`src/rtl/disp_cmd_pkg.sv`:
```
package disp_cmd_pkg;
   localparam int DW    = 32;
   localparam int OFF_W = 20;
   localparam int BE_W  = 4;

   localparam logic [7:0] OPC_WRITE   = 8'h01;
   localparam logic [7:0] OPC_WAIT_US = 8'h02;
   localparam logic [7:0] OPC_WAIT_VB = 8'h04;
   localparam logic [7:0] OPC_IRQ     = 8'h07;
   localparam logic [7:0] OPC_INDEXED = 8'h09;

   typedef enum logic [2:0] {
      K_SKIP, K_WRITE, K_INDEXED, K_WAIT_US, K_WAIT_VB, K_IRQ
   } cmd_kind_t;

   typedef enum logic [3:0] {
      S_IDLE, S_ARM, S_FETCH, S_RD1, S_CAPT, S_EXEC, S_WR,
      S_WAIT, S_IX_RD, S_IX_CAP, S_IX_WR
   } eng_state_t;
endpackage

```
`src/rtl/dce_decode.sv`:
```
module dce_decode
   import disp_cmd_pkg::*;
(
   input  logic [DW-1:0]    cmd_word,
   output cmd_kind_t        kind,
   output logic [BE_W-1:0]  be,
   output logic [OFF_W-1:0] offset
);
   assign be     = cmd_word[23:20];
   assign offset = cmd_word[OFF_W-1:0];

   always_comb begin
      unique case (cmd_word[31:24])
         OPC_WRITE:   kind = K_WRITE;
         OPC_INDEXED: kind = K_INDEXED;
         OPC_WAIT_US: kind = K_WAIT_US;
         OPC_WAIT_VB: kind = K_WAIT_VB;
         OPC_IRQ:     kind = K_IRQ;
         default:     kind = K_SKIP;
      endcase
   end
endmodule

```
`src/rtl/dce_wait.sv`:
```
module dce_wait #(
   parameter int CW = 32
) (
   input  logic          clk,
   input  logic          rst_n,
   input  logic          load,
   input  logic [CW-1:0] load_val,
   input  logic          dec,
   output logic          zero
);
   logic [CW-1:0] cnt_q;

   always_ff @(posedge clk or negedge rst_n) begin
      if (!rst_n)                    cnt_q <= '0;
      else if (load)                 cnt_q <= load_val;
      else if (dec && cnt_q != '0)   cnt_q <= cnt_q - 1'b1;
   end

   assign zero = (cnt_q == '0);
endmodule

```
`src/rtl/disp_cmd_engine.sv`:
```
module disp_cmd_engine
   import disp_cmd_pkg::*;
#(
   parameter int MEM_AW         = 16,
   parameter int WAIT_W         = 32,
   parameter bit IDX_USE_CMD_BE = 1'b0
) (
   input  logic               clk,
   input  logic               rst_n,
   input  logic               ctl_we,
   input  logic               ctl_enable,
   input  logic               ctl_vb_wait,
   input  logic               head_we,
   input  logic [MEM_AW+1:0]  head_addr,
   input  logic               tail_we,
   input  logic [MEM_AW+1:0]  tail_addr,
   output logic               busy,
   input  logic               vblank,
   input  logic               us_tick,
   output logic               mem_rd_en,
   output logic [MEM_AW-1:0]  mem_rd_addr,
   input  logic [31:0]        mem_rd_data,
   output logic               reg_wr_valid,
   input  logic               reg_wr_ready,
   output logic [19:0]        reg_wr_addr,
   output logic [31:0]        reg_wr_data,
   output logic [3:0]         reg_wr_be,
   output logic               irq
);
   localparam int LINE_WORDS_LOG2 = 4;

   if (MEM_AW < LINE_WORDS_LOG2 + 2) begin : g_bad_aw
      $error("MEM_AW too small to hold one 64-byte line");
   end
   if (WAIT_W < 1 || WAIT_W > DW) begin : g_bad_ww
      $error("WAIT_W must lie in 1..32");
   end

   eng_state_t        state_q;
   logic              en_q, vbw_q, wvb_q, irq_q;
   logic [MEM_AW-1:0] head_q, tail_q, ptr_q;
   logic [DW-1:0]     pay_q, cmd_q, wdat_q, cnt_q;

   cmd_kind_t        kind;
   logic [BE_W-1:0]  cmd_be;
   logic [OFF_W-1:0] cmd_off;
   logic             wt_zero, wt_load, wt_dec, abort;
   logic [BE_W-1:0]  idx_be;

   dce_decode u_dec (
      .cmd_word (cmd_q),
      .kind     (kind),
      .be       (cmd_be),
      .offset   (cmd_off)
   );

   assign wt_load = (state_q == S_EXEC) && (kind == K_WAIT_US || kind == K_WAIT_VB);
   assign wt_dec  = (state_q == S_WAIT) && (wvb_q ? vblank : us_tick);

   dce_wait #(.CW(WAIT_W)) u_wait (
      .clk      (clk),
      .rst_n    (rst_n),
      .load     (wt_load),
      .load_val (pay_q[WAIT_W-1:0]),
      .dec      (wt_dec),
      .zero     (wt_zero)
   );

   if (IDX_USE_CMD_BE) begin : g_idx_be_cmd
      assign idx_be = cmd_be;
   end else begin : g_idx_be_full
      assign idx_be = '1;
   end

   assign abort = ctl_we && !ctl_enable;

   always_ff @(posedge clk or negedge rst_n) begin
      if (!rst_n) begin
         state_q <= S_IDLE;
         en_q    <= 1'b0;
         vbw_q   <= 1'b0;
         wvb_q   <= 1'b0;
         irq_q   <= 1'b0;
         head_q  <= '0;
         tail_q  <= '0;
         ptr_q   <= '0;
         pay_q   <= '0;
         cmd_q   <= '0;
         wdat_q  <= '0;
         cnt_q   <= '0;
      end else begin
         irq_q <= 1'b0;
         if (ctl_we) begin
            en_q  <= ctl_enable;
            vbw_q <= ctl_vb_wait;
         end
         if (head_we) head_q <= {head_addr[MEM_AW+1:3], 1'b0};
         if (tail_we) tail_q <= {tail_addr[MEM_AW+1:6], {LINE_WORDS_LOG2{1'b0}}};
         if (abort) begin
            state_q <= S_IDLE;
         end else begin
            unique case (state_q)
               S_IDLE: if (tail_we && en_q) begin
                  ptr_q   <= head_q;
                  state_q <= vbw_q ? S_ARM : S_FETCH;
               end
               S_ARM:   if (vblank) state_q <= S_FETCH;
               S_FETCH: state_q <= (ptr_q == tail_q) ? S_IDLE : S_RD1;
               S_RD1: begin
                  pay_q   <= mem_rd_data;
                  state_q <= S_CAPT;
               end
               S_CAPT: begin
                  cmd_q   <= mem_rd_data;
                  ptr_q   <= ptr_q + 2'd2;
                  state_q <= S_EXEC;
               end
               S_EXEC: begin
                  unique case (kind)
                     K_WRITE:   state_q <= S_WR;
                     K_INDEXED: begin
                        cnt_q   <= pay_q;
                        state_q <= (pay_q == '0) ? S_FETCH : S_IX_RD;
                     end
                     K_WAIT_US: begin wvb_q <= 1'b0; state_q <= S_WAIT; end
                     K_WAIT_VB: begin wvb_q <= 1'b1; state_q <= S_WAIT; end
                     K_IRQ:     begin irq_q <= 1'b1; state_q <= S_FETCH; end
                     default:   state_q <= S_FETCH;
                  endcase
               end
               S_WR:   if (reg_wr_ready) state_q <= S_FETCH;
               S_WAIT: if (wt_zero) state_q <= S_FETCH;
               S_IX_RD: begin
                  ptr_q   <= ptr_q + 1'b1;
                  state_q <= S_IX_CAP;
               end
               S_IX_CAP: begin
                  wdat_q  <= mem_rd_data;
                  state_q <= S_IX_WR;
               end
               S_IX_WR: if (reg_wr_ready) begin
                  cnt_q <= cnt_q - 1'b1;
                  if (cnt_q == 32'd1) begin
                     ptr_q   <= ptr_q + {{(MEM_AW-1){1'b0}}, ptr_q[0]};
                     state_q <= S_FETCH;
                  end else begin
                     state_q <= S_IX_RD;
                  end
               end
               default: state_q <= S_IDLE;
            endcase
         end
      end
   end

   assign busy         = (state_q != S_IDLE);
   assign mem_rd_en    = ((state_q == S_FETCH) && (ptr_q != tail_q)) ||
                         (state_q == S_RD1) || (state_q == S_IX_RD);
   assign mem_rd_addr  = (state_q == S_RD1) ? ptr_q + 1'b1 : ptr_q;
   assign reg_wr_valid = (state_q == S_WR) || (state_q == S_IX_WR);
   assign reg_wr_addr  = cmd_off;
   assign reg_wr_data  = (state_q == S_WR) ? pay_q : wdat_q;
   assign reg_wr_be    = (state_q == S_WR) ? cmd_be : idx_be;
   assign irq          = irq_q;

   AST_IDLE_QUIET: assert property (@(posedge clk) disable iff (!rst_n)
      !busy |-> (!reg_wr_valid && !mem_rd_en));
   AST_ARM_NO_FETCH: assert property (@(posedge clk) disable iff (!rst_n)
      (state_q == S_ARM) |-> !mem_rd_en);
   AST_INS_ALIGN: assert property (@(posedge clk) disable iff (!rst_n)
      (state_q == S_FETCH && mem_rd_en) |-> !mem_rd_addr[0]);
   AST_IRQ_PULSE: assert property (@(posedge clk) disable iff (!rst_n)
      irq |=> !irq);
   AST_DONE_AT_TAIL: assert property (@(posedge clk) disable iff (!rst_n)
      (state_q == S_FETCH && ptr_q == tail_q) |=> !busy);
   AST_WR_HOLD: assert property (@(posedge clk) disable iff (!rst_n)
      (reg_wr_valid && !reg_wr_ready && !abort) |=>
      (reg_wr_valid && $stable(reg_wr_addr) && $stable(reg_wr_data) && $stable(reg_wr_be)));
   AST_ABORT_IDLE: assert property (@(posedge clk) disable iff (!rst_n)
      abort |=> !busy);
endmodule

```
`config.mk`:
```
export PLATFORM = sky130hd
export DESIGN_NAME = disp_cmd_engine
export DESIGN_NICKNAME = d
export VERILOG_FILES = /design/src/rtl/disp_cmd_pkg.sv /design/src/rtl/dce_decode.sv /design/src/rtl/dce_wait.sv /design/src/rtl/disp_cmd_engine.sv
export SDC_FILE = /design/constraint.sdc
export NUM_CORES = 1
export LEC_CHECK = 0
export ABC_AREA = 1
export BUFFER_PORTS_ARGS = -buffer_cell sky130_fd_sc_hd__buf_2
export CORE_MARGIN = 2
export CORE_UTILIZATION = 63
export CTS_CLUSTER_DIAMETER = 150
export DETAILED_ROUTE_END_ITERATION = 10
export GPL_TIMING_DRIVEN = 0
export PLACE_DENSITY = 0.86
export SLEW_MARGIN = 15
export SYNTH_ARGS = -nofsm -noshare
export SYNTH_HDL_FRONTEND = slang
export SYNTH_SLANG_ARGS = --single-unit
export TNS_END_PERCENT = 50
```
`constraint.sdc`:
```
create_clock -name clk -period 4.3 [get_ports clk]
set_input_delay 0.43 -clock clk [delete_from_list [all_inputs] [get_ports clk]]
set_output_delay 0.43 -clock clk [all_outputs]
set_load 0.03 [all_outputs]
```
### After elaboration in Yosys (flattened, before gate mapping)

Index checks and enable logic that the tools add are counted.

| cells by class | value |
|---|---|
| equality and inequality tests | 32 |
| bitwise logic cells | 1 |
| add/subtract/negate cells | 5 |
| reduce and logical (&&, ||, !) cells | 28 |
| muxes and demuxes | 30 |

Operator list:

| operator | number |
|---|---|
| $mux 32 | 5 |
| $logic_not 32->1 | 2 |
| $mux 16 | 4 |
| $pmux 16 s4 | 1 |
| $pmux 32 s2 | 1 |
| $sub 32x1->32 const B | 2 |
| $pmux 4 s11 | 1 |
| $mux 4 | 9 |
| $eq 32x1->1 const B | 1 |
| $reduce_bool 32->1 | 1 |
| $add 16x1->16 | 1 |
| $add 16x1->16 const B | 1 |
| $add 16x2->16 const B | 1 |
| $eq 16x16->1 | 1 |
| $eq 4x3->1 const B | 4 |
| $eq 8x3->1 const B | 2 |
| $ne 16x16->1 | 1 |
| $pmux 3 s5 | 1 |
| $eq 4x4->1 const B | 3 |
| $ne 3x3->1 const B | 4 |
| $pmux 4 s3 | 1 |
| $reduce_and 5->1 | 2 |
| $eq 4x2->1 const B | 2 |
| $eq 8x1->1 const B | 1 |
| other kinds (23) | 44 |

| storage, ports and cells | value |
|---|---|
| bits of input ports | 78 |
| flip-flop bits (word level) | 211 |

### Logic depth before layout (Yosys ltp)

| depth | value |
|---|---|
| word-level depth | 7 |
| mapped depth | 12 |
| gate-level depth less buffers | 12 |

### By module

A second synthesis with hierarchy kept.

| second synthesis, totals | value |
|---|---|
| cells, all modules | 1,820 |
| area total of the unflattened synthesis | 12,718.4 um2 |

By module, submodules not included:

| module | cells each | area an instance (um2) | times used | sequential area each (um2) |
|---|---|---|---|---|
| disp_cmd_engine | 1,335 | 9,769.4 | 1 | 4,479.3 |
| dce_wait | 433 | 2,653.8 | 1 | 800.8 |
| dce_decode | 52 | 295.3 | 1 | 0.0 |

### Worst setup path after synthesis

No wires, ideal clock.

| timing | value |
|---|---|
| path type | flip-flop to output port |
| from | register state_q[3] |
| to | output mem_rd_addr[4] |
| data required time | 3,870 ps |
| arrival | 1,836 ps |
| cell stages (with the launch flop) | 7 |
| setup slack | 2,034 ps |
| buffers on the path | 1 |
| cell sequence | dfrtp_1 > nor2_1 > inv_1 > nor2_1 > inv_1 > clkbuf_1 > o21ai_0 |

| between the ends | value |
|---|---|
| cells in the longest elaborated chain, start to end | 2 |

RTL lines:

| element | line | RTL |
|---|---|---|
| start, declared | disp_cmd_engine.sv:39 | `eng_state_t state_q;` |
| start signal, assigned | disp_cmd_engine.sv:105 | `state_q <= vbw_q ? S_ARM : S_FETCH;` |
| start signal, assigned | disp_cmd_engine.sv:108 | `S_FETCH: state_q <= (ptr_q == tail_q) ? S_IDLE : S_RD1;` |
| start signal, assigned | disp_cmd_engine.sv:123 | `state_q <= (pay_q == '0) ? S_FETCH : S_IX_RD;` |
| $eq 4x2->1 | disp_cmd_engine.sv:159 | `assign mem_rd_addr = (state_q == S_RD1) ? ptr_q + 1'b1 : ptr_q;` |
| $mux 16 | disp_cmd_engine.sv:159 |  |
| end, declared | disp_cmd_engine.sv:21 | `output logic [MEM_AW-1:0] mem_rd_addr,` |

Every way passes these cells.

### Worst setup path in the final report

| timing | value |
|---|---|
| from | register state_q[2] |
| to | output mem_rd_addr[6] |

Same word-level chain as after synthesis.

==> results.py <==
metrics = {
    "global_routing": {
        "grt_pass1_vias": 12103,
        "grt_overflow": 0,
        "grt_start_max_net_pins": 113,
        "grt_usage_pct": 40.7,
        "grt_pass1_wl_um": 64600,
        "antenna_found_initial": 0,
    },
    "critical_path": {
        "r2r_setup_slack_ns": 2.01,
        "arrival_ns": 2.72,
        "cp_top_family": "buffers and inverters",
        "crit_type": "reg2out",
        "crit_chain": "nor2_1 -> inv_1 -> nor2_1 -> inv_1 -> clkbuf_1 -> o21ai_0 -> buf_2",
        "slowest_delay_ns": 0.45,
        "cp-start-kind": "register",
        "reg2regPathDepth": 7,
        "cp-end-kind": "primary output",
        "r2r-end": "pay_q[18]",
        "cpMaxStageDelayCell": "nor2_1",
        "regToRegStartpoint": "state_q[2]",
        "cp_data_required_time_ns": 3.87,
        "crit_buf_inv": 4,
        "crit_fanout": 10,
    },
    "floorplanning": {
        "fp.dieH_um": 143,
        "start_util_pct": 64.8,
        "die_area_um2": 20500,
        "ios": 154,
        "rows": 50,
        "die_x_um": 143,
        "core_region_area_um2": 18800,
    },
    "pwr": {
        "power_density_nw_per_um2": 571,
        "leakage_nw": 6.89,
        "ir_worst_vdd_v": 0.000577,
    },
    "sta": {
        "period_needed_ns": 3.15,
        "finalCritPeriodShare_pct": 73.2,
        "hold_viol": 0,
        "tightest_slew_ns": 0.794,
        "finalSetupViolCount": 0,
        "setup-tns-final_ns": 0,
        "slew_viol_final": 0,
        "slew_headroom_pct": 47.1,
        "skew_ns": 0.0129,
        "fmax_mhz": 318,
        "rsz0062_at_grt": "false",
    },
    "logic_synthesis": {
        "avgSynthCellArea_um2": 7.04,
        "synth_mux_area_share_pct": 0.461,
        "ys.warnings.count": 0,
        "yosys_register_bits": 211,
        "synth-xor-area-share_pct": 2.37,
        "syn_area_um2": 12200,
        "synth_top_family_by_area": "simple AND/OR/NAND/NOR gates",
        "yosysUniqueCellTypes": 39,
        "synth_seq_area_share_pct": 43.3,
        "async_flop_share_pct": 100,
        "post-synth-top-area-cell": "dfrtp_1",
        "synth-simple-area-share_pct": 31.2,
        "synth_area_leaders": "dfrtp_1 (43%), nand2_1 (15%), o21ai_0 (8.7%), nand3_1 (7.2%), nor2_1 (6.0%)",
        "ys.flop_type": "dfrtp_1",
        "synthAdderAreaFrac_pct": 0.615,
        "synth_compound_area_share_pct": 13.0,
        "yosysTopAreaCellShare_pct": 43.3,
        "synth_edf_count": 0,
        "syn_inst": 1734,
        "syn-num-nets": 1818,
    },
    "routing": {
        "wire_per_inst_um": 18.6,
        "drtAntennaViolNets": 0,
        "drt_wl_total_um": 40600,
        "drtIter0Drc": 1414,
        "routed_via_density": 5.86,
        "drc": 0,
        "first_pass_iters": 6,
        "num_vias": 12773,
    },
    "clocking": {
        "clk_latency_ns": 0.53,
        "clock-sinks": 211,
        "htreeDepth": 1,
        "cts_root_buffer": "clkbuf_16",
        "numCtsBuffers": 23,
        "cts.reportedPaths.clkPinSlew_ns": 0.07,
        "cts_tree": "built",
        "clockBufferDepth": 3,
    },
    "hold_path": {
        "hold_depth": 3,
        "whs_endpoint": "tail_q[12]",
        "min_from": "tail_addr[14]",
        "hold_path_class": "in2reg",
    },
    "finish": {
        "fin_util_pct": 74.5,
        "drive_gt1_share_pct": 13.2,
        "syn_to_final_growth_pct": 15.0,
        "n_antenna_cell": 0,
        "layout.nets": 1988,
    },
    "placed_design": {
        "dp_hpwl_um": 30300,
        "gp_congestion": 0.991,
        "port_buffers": 143,
    },
    "status": {
        "status": "completed",
    },
    "run": {
        "maxCapViolCount": 0,
    },
}
## power by group
group	leakage [nW]	switching (W)	total, W	internal (W)
Sequential	2.62	0.000694	0.00319	0.00250
Clock	0.368	0.000830	0.00196	0.00113
Combinational	3.90	0.00193	0.00286	0.000927
Total	6.89	0.00345	0.00802	0.00456
## placed cells by master (no fill, tap or decap), types with 2 or more instances in the layout
| cell | Yosys | routed |
|---|---|---|
| o31ai_1 | 2 | 2 |
| xor2_1 | 16 | 16 |
| o21ai_0 | 213 | 213 |
| nand2_1 | 500 | 500 |
| mux2_2 | 5 | 5 |
| nand3b_1 | 2 | 2 |
| o211ai_1 | 16 | 16 |
| clkinv_2 | 0 | 4 |
| nand2_2 | 2 | 2 |
| ha_1 | 6 | 6 |
| buf_6 | 2 | 2 |
| a31oi_1 | 3 | 3 |
| clkbuf_8 | 0 | 5 |
| o22ai_1 | 5 | 5 |
| nor2_1 | 195 | 195 |
| o21bai_1 | 2 | 2 |
| nand4_1 | 22 | 22 |
| o21ai_1 | 22 | 22 |
| nand3_1 | 175 | 175 |
| clkbuf_1 | 41 | 45 |
| nor2_4 | 5 | 5 |
| a21oi_1 | 32 | 32 |
| buf_2 | 18 | 160 |
| nor2_2 | 4 | 4 |
| buf_4 | 24 | 24 |
| inv_2 | 7 | 7 |
| nor3_1 | 8 | 8 |
| or2_2 | 4 | 4 |
| dfrtp_1 | 211 | 211 |
| xnor2_1 | 17 | 17 |
| inv_1 | 165 | 165 |
| clkbuf_16 | 0 | 23 |
## how the worst max path moves through the flow
| stage | from | cells past startpoint | to | slack, ns |
|---|---|---|---|---|
| 6_report | state_q[2] | 7 | mem_rd_addr[6] | 1.15 |
| 5_1_grt | ptr_q[1] | 10 | mem_rd_addr[9] | 1.04 |
| 4_1_cts | state_q[2] | 7 | mem_rd_addr[6] | 1.22 |
| 3_5_place_dp | state_q[3] | 7 | mem_rd_addr[6] | 1.80 |
| 3_3_place_gp | rst_n | 1 | ptr_q[13] | -0.74 |
| 2_1_floorplan | state_q[3] | 6 | mem_rd_addr[4] | 2.03 |
## Yosys cell counts, types with 2 or more instances
library cell / instances
nand2_1: 500
nand3b_1: 2
inv_1: 165
inv_2: 7
o21ai_1: 22
buf_4: 24
clkbuf_1: 41
buf_6: 2
o21ai_0: 213
o31ai_1: 2
xor2_1: 16
nor3_1: 8
or2_2: 4
nand4_1: 22
ha_1: 6
nor2_4: 5
a31oi_1: 3
nor2_1: 195
buf_2: 18
nand2_2: 2
o211ai_1: 16
xnor2_1: 17
o22ai_1: 5
a21oi_1: 32
nor2_2: 4
dfrtp_1: 211
nand3_1: 175
mux2_2: 5
o21bai_1: 2
## kinds of logic after synthesis
family,count (synthesis)
flops,211
mux,5
xor+xnor,33
simple gates,918
fa+ha+maj,6
compound gates,301
buf+inv,260
## repair_timing
| action | 4_1_cts | 5_1_grt |
|---|---|---|
| hold buffers | 1 | 0 |
| setup buffers | 0 | 0 |
| endpoints found under the setup margin | 0 | 0 |
| resized for setup | 0 | 0 |
| endpoints found under the hold margin | 14 | 0 |
## area by class of cell
type | instances | area, um^2
plain buffers | 86 | 450
clock buffers | 32 | 659
clock inverters | 7 | 78.8
fillers | 1492 | 4800
inverters | 174 | 656
multi-input cells | 1263 | 5810
flip-flops and latches | 211 | 5280
well taps | 260 | 325
repair buffers | 145 | 763
## metrics by stage
step	instances	area (um^2)	hold slack, ns	setup WS [ns]	total power [W]
after floorplan	1734	12200	0.134	2.03	0.00494
after global placement	2137	13200	0.460	-0.740	0.00584
after detailed placement	2138	13300	0.473	1.80	0.00594
after CTS	2178	14000	0.0931	1.22	0.00793
after global routing	2178	14000	0.117	1.04	0.00843
final	2178	14000	0.100	1.15	0.00802
## layer usage
layer | vias to the layer above | share of wire, % | global-route usage, %
met2 | 774 | 45 | 63.3
met3 | 141 | 11 | 8.35
met1 | 5922 | 39 | 55.1
met5 | - | 0 | 0
met4 | 0 | 5.3 | 18.9
li1 | 5936 | - | -
## worst reg2reg max path, stage by stage, from the launching register on
cell	delay, ns
dfrtp_1	0.44
nor2_1	0.17
inv_1	0.10
nor2_1	0.45
nand2_1	0.43
clkbuf_1	0.34
nand2_1	0.13
o21ai_0	0.10
## state kept, by name, indices dropped and copies added (netlist names)
signal        flops
cmd_q            32
cnt_q            32
en_q              1
head_q           15
irq               1
pay_q            32
ptr_q            16
state_q           4
tail_q           12
u_wait.cnt_q     32
vbw_q             1
wdat_q           32
wvb_q             1
Power figures use the tool's default switching activity.
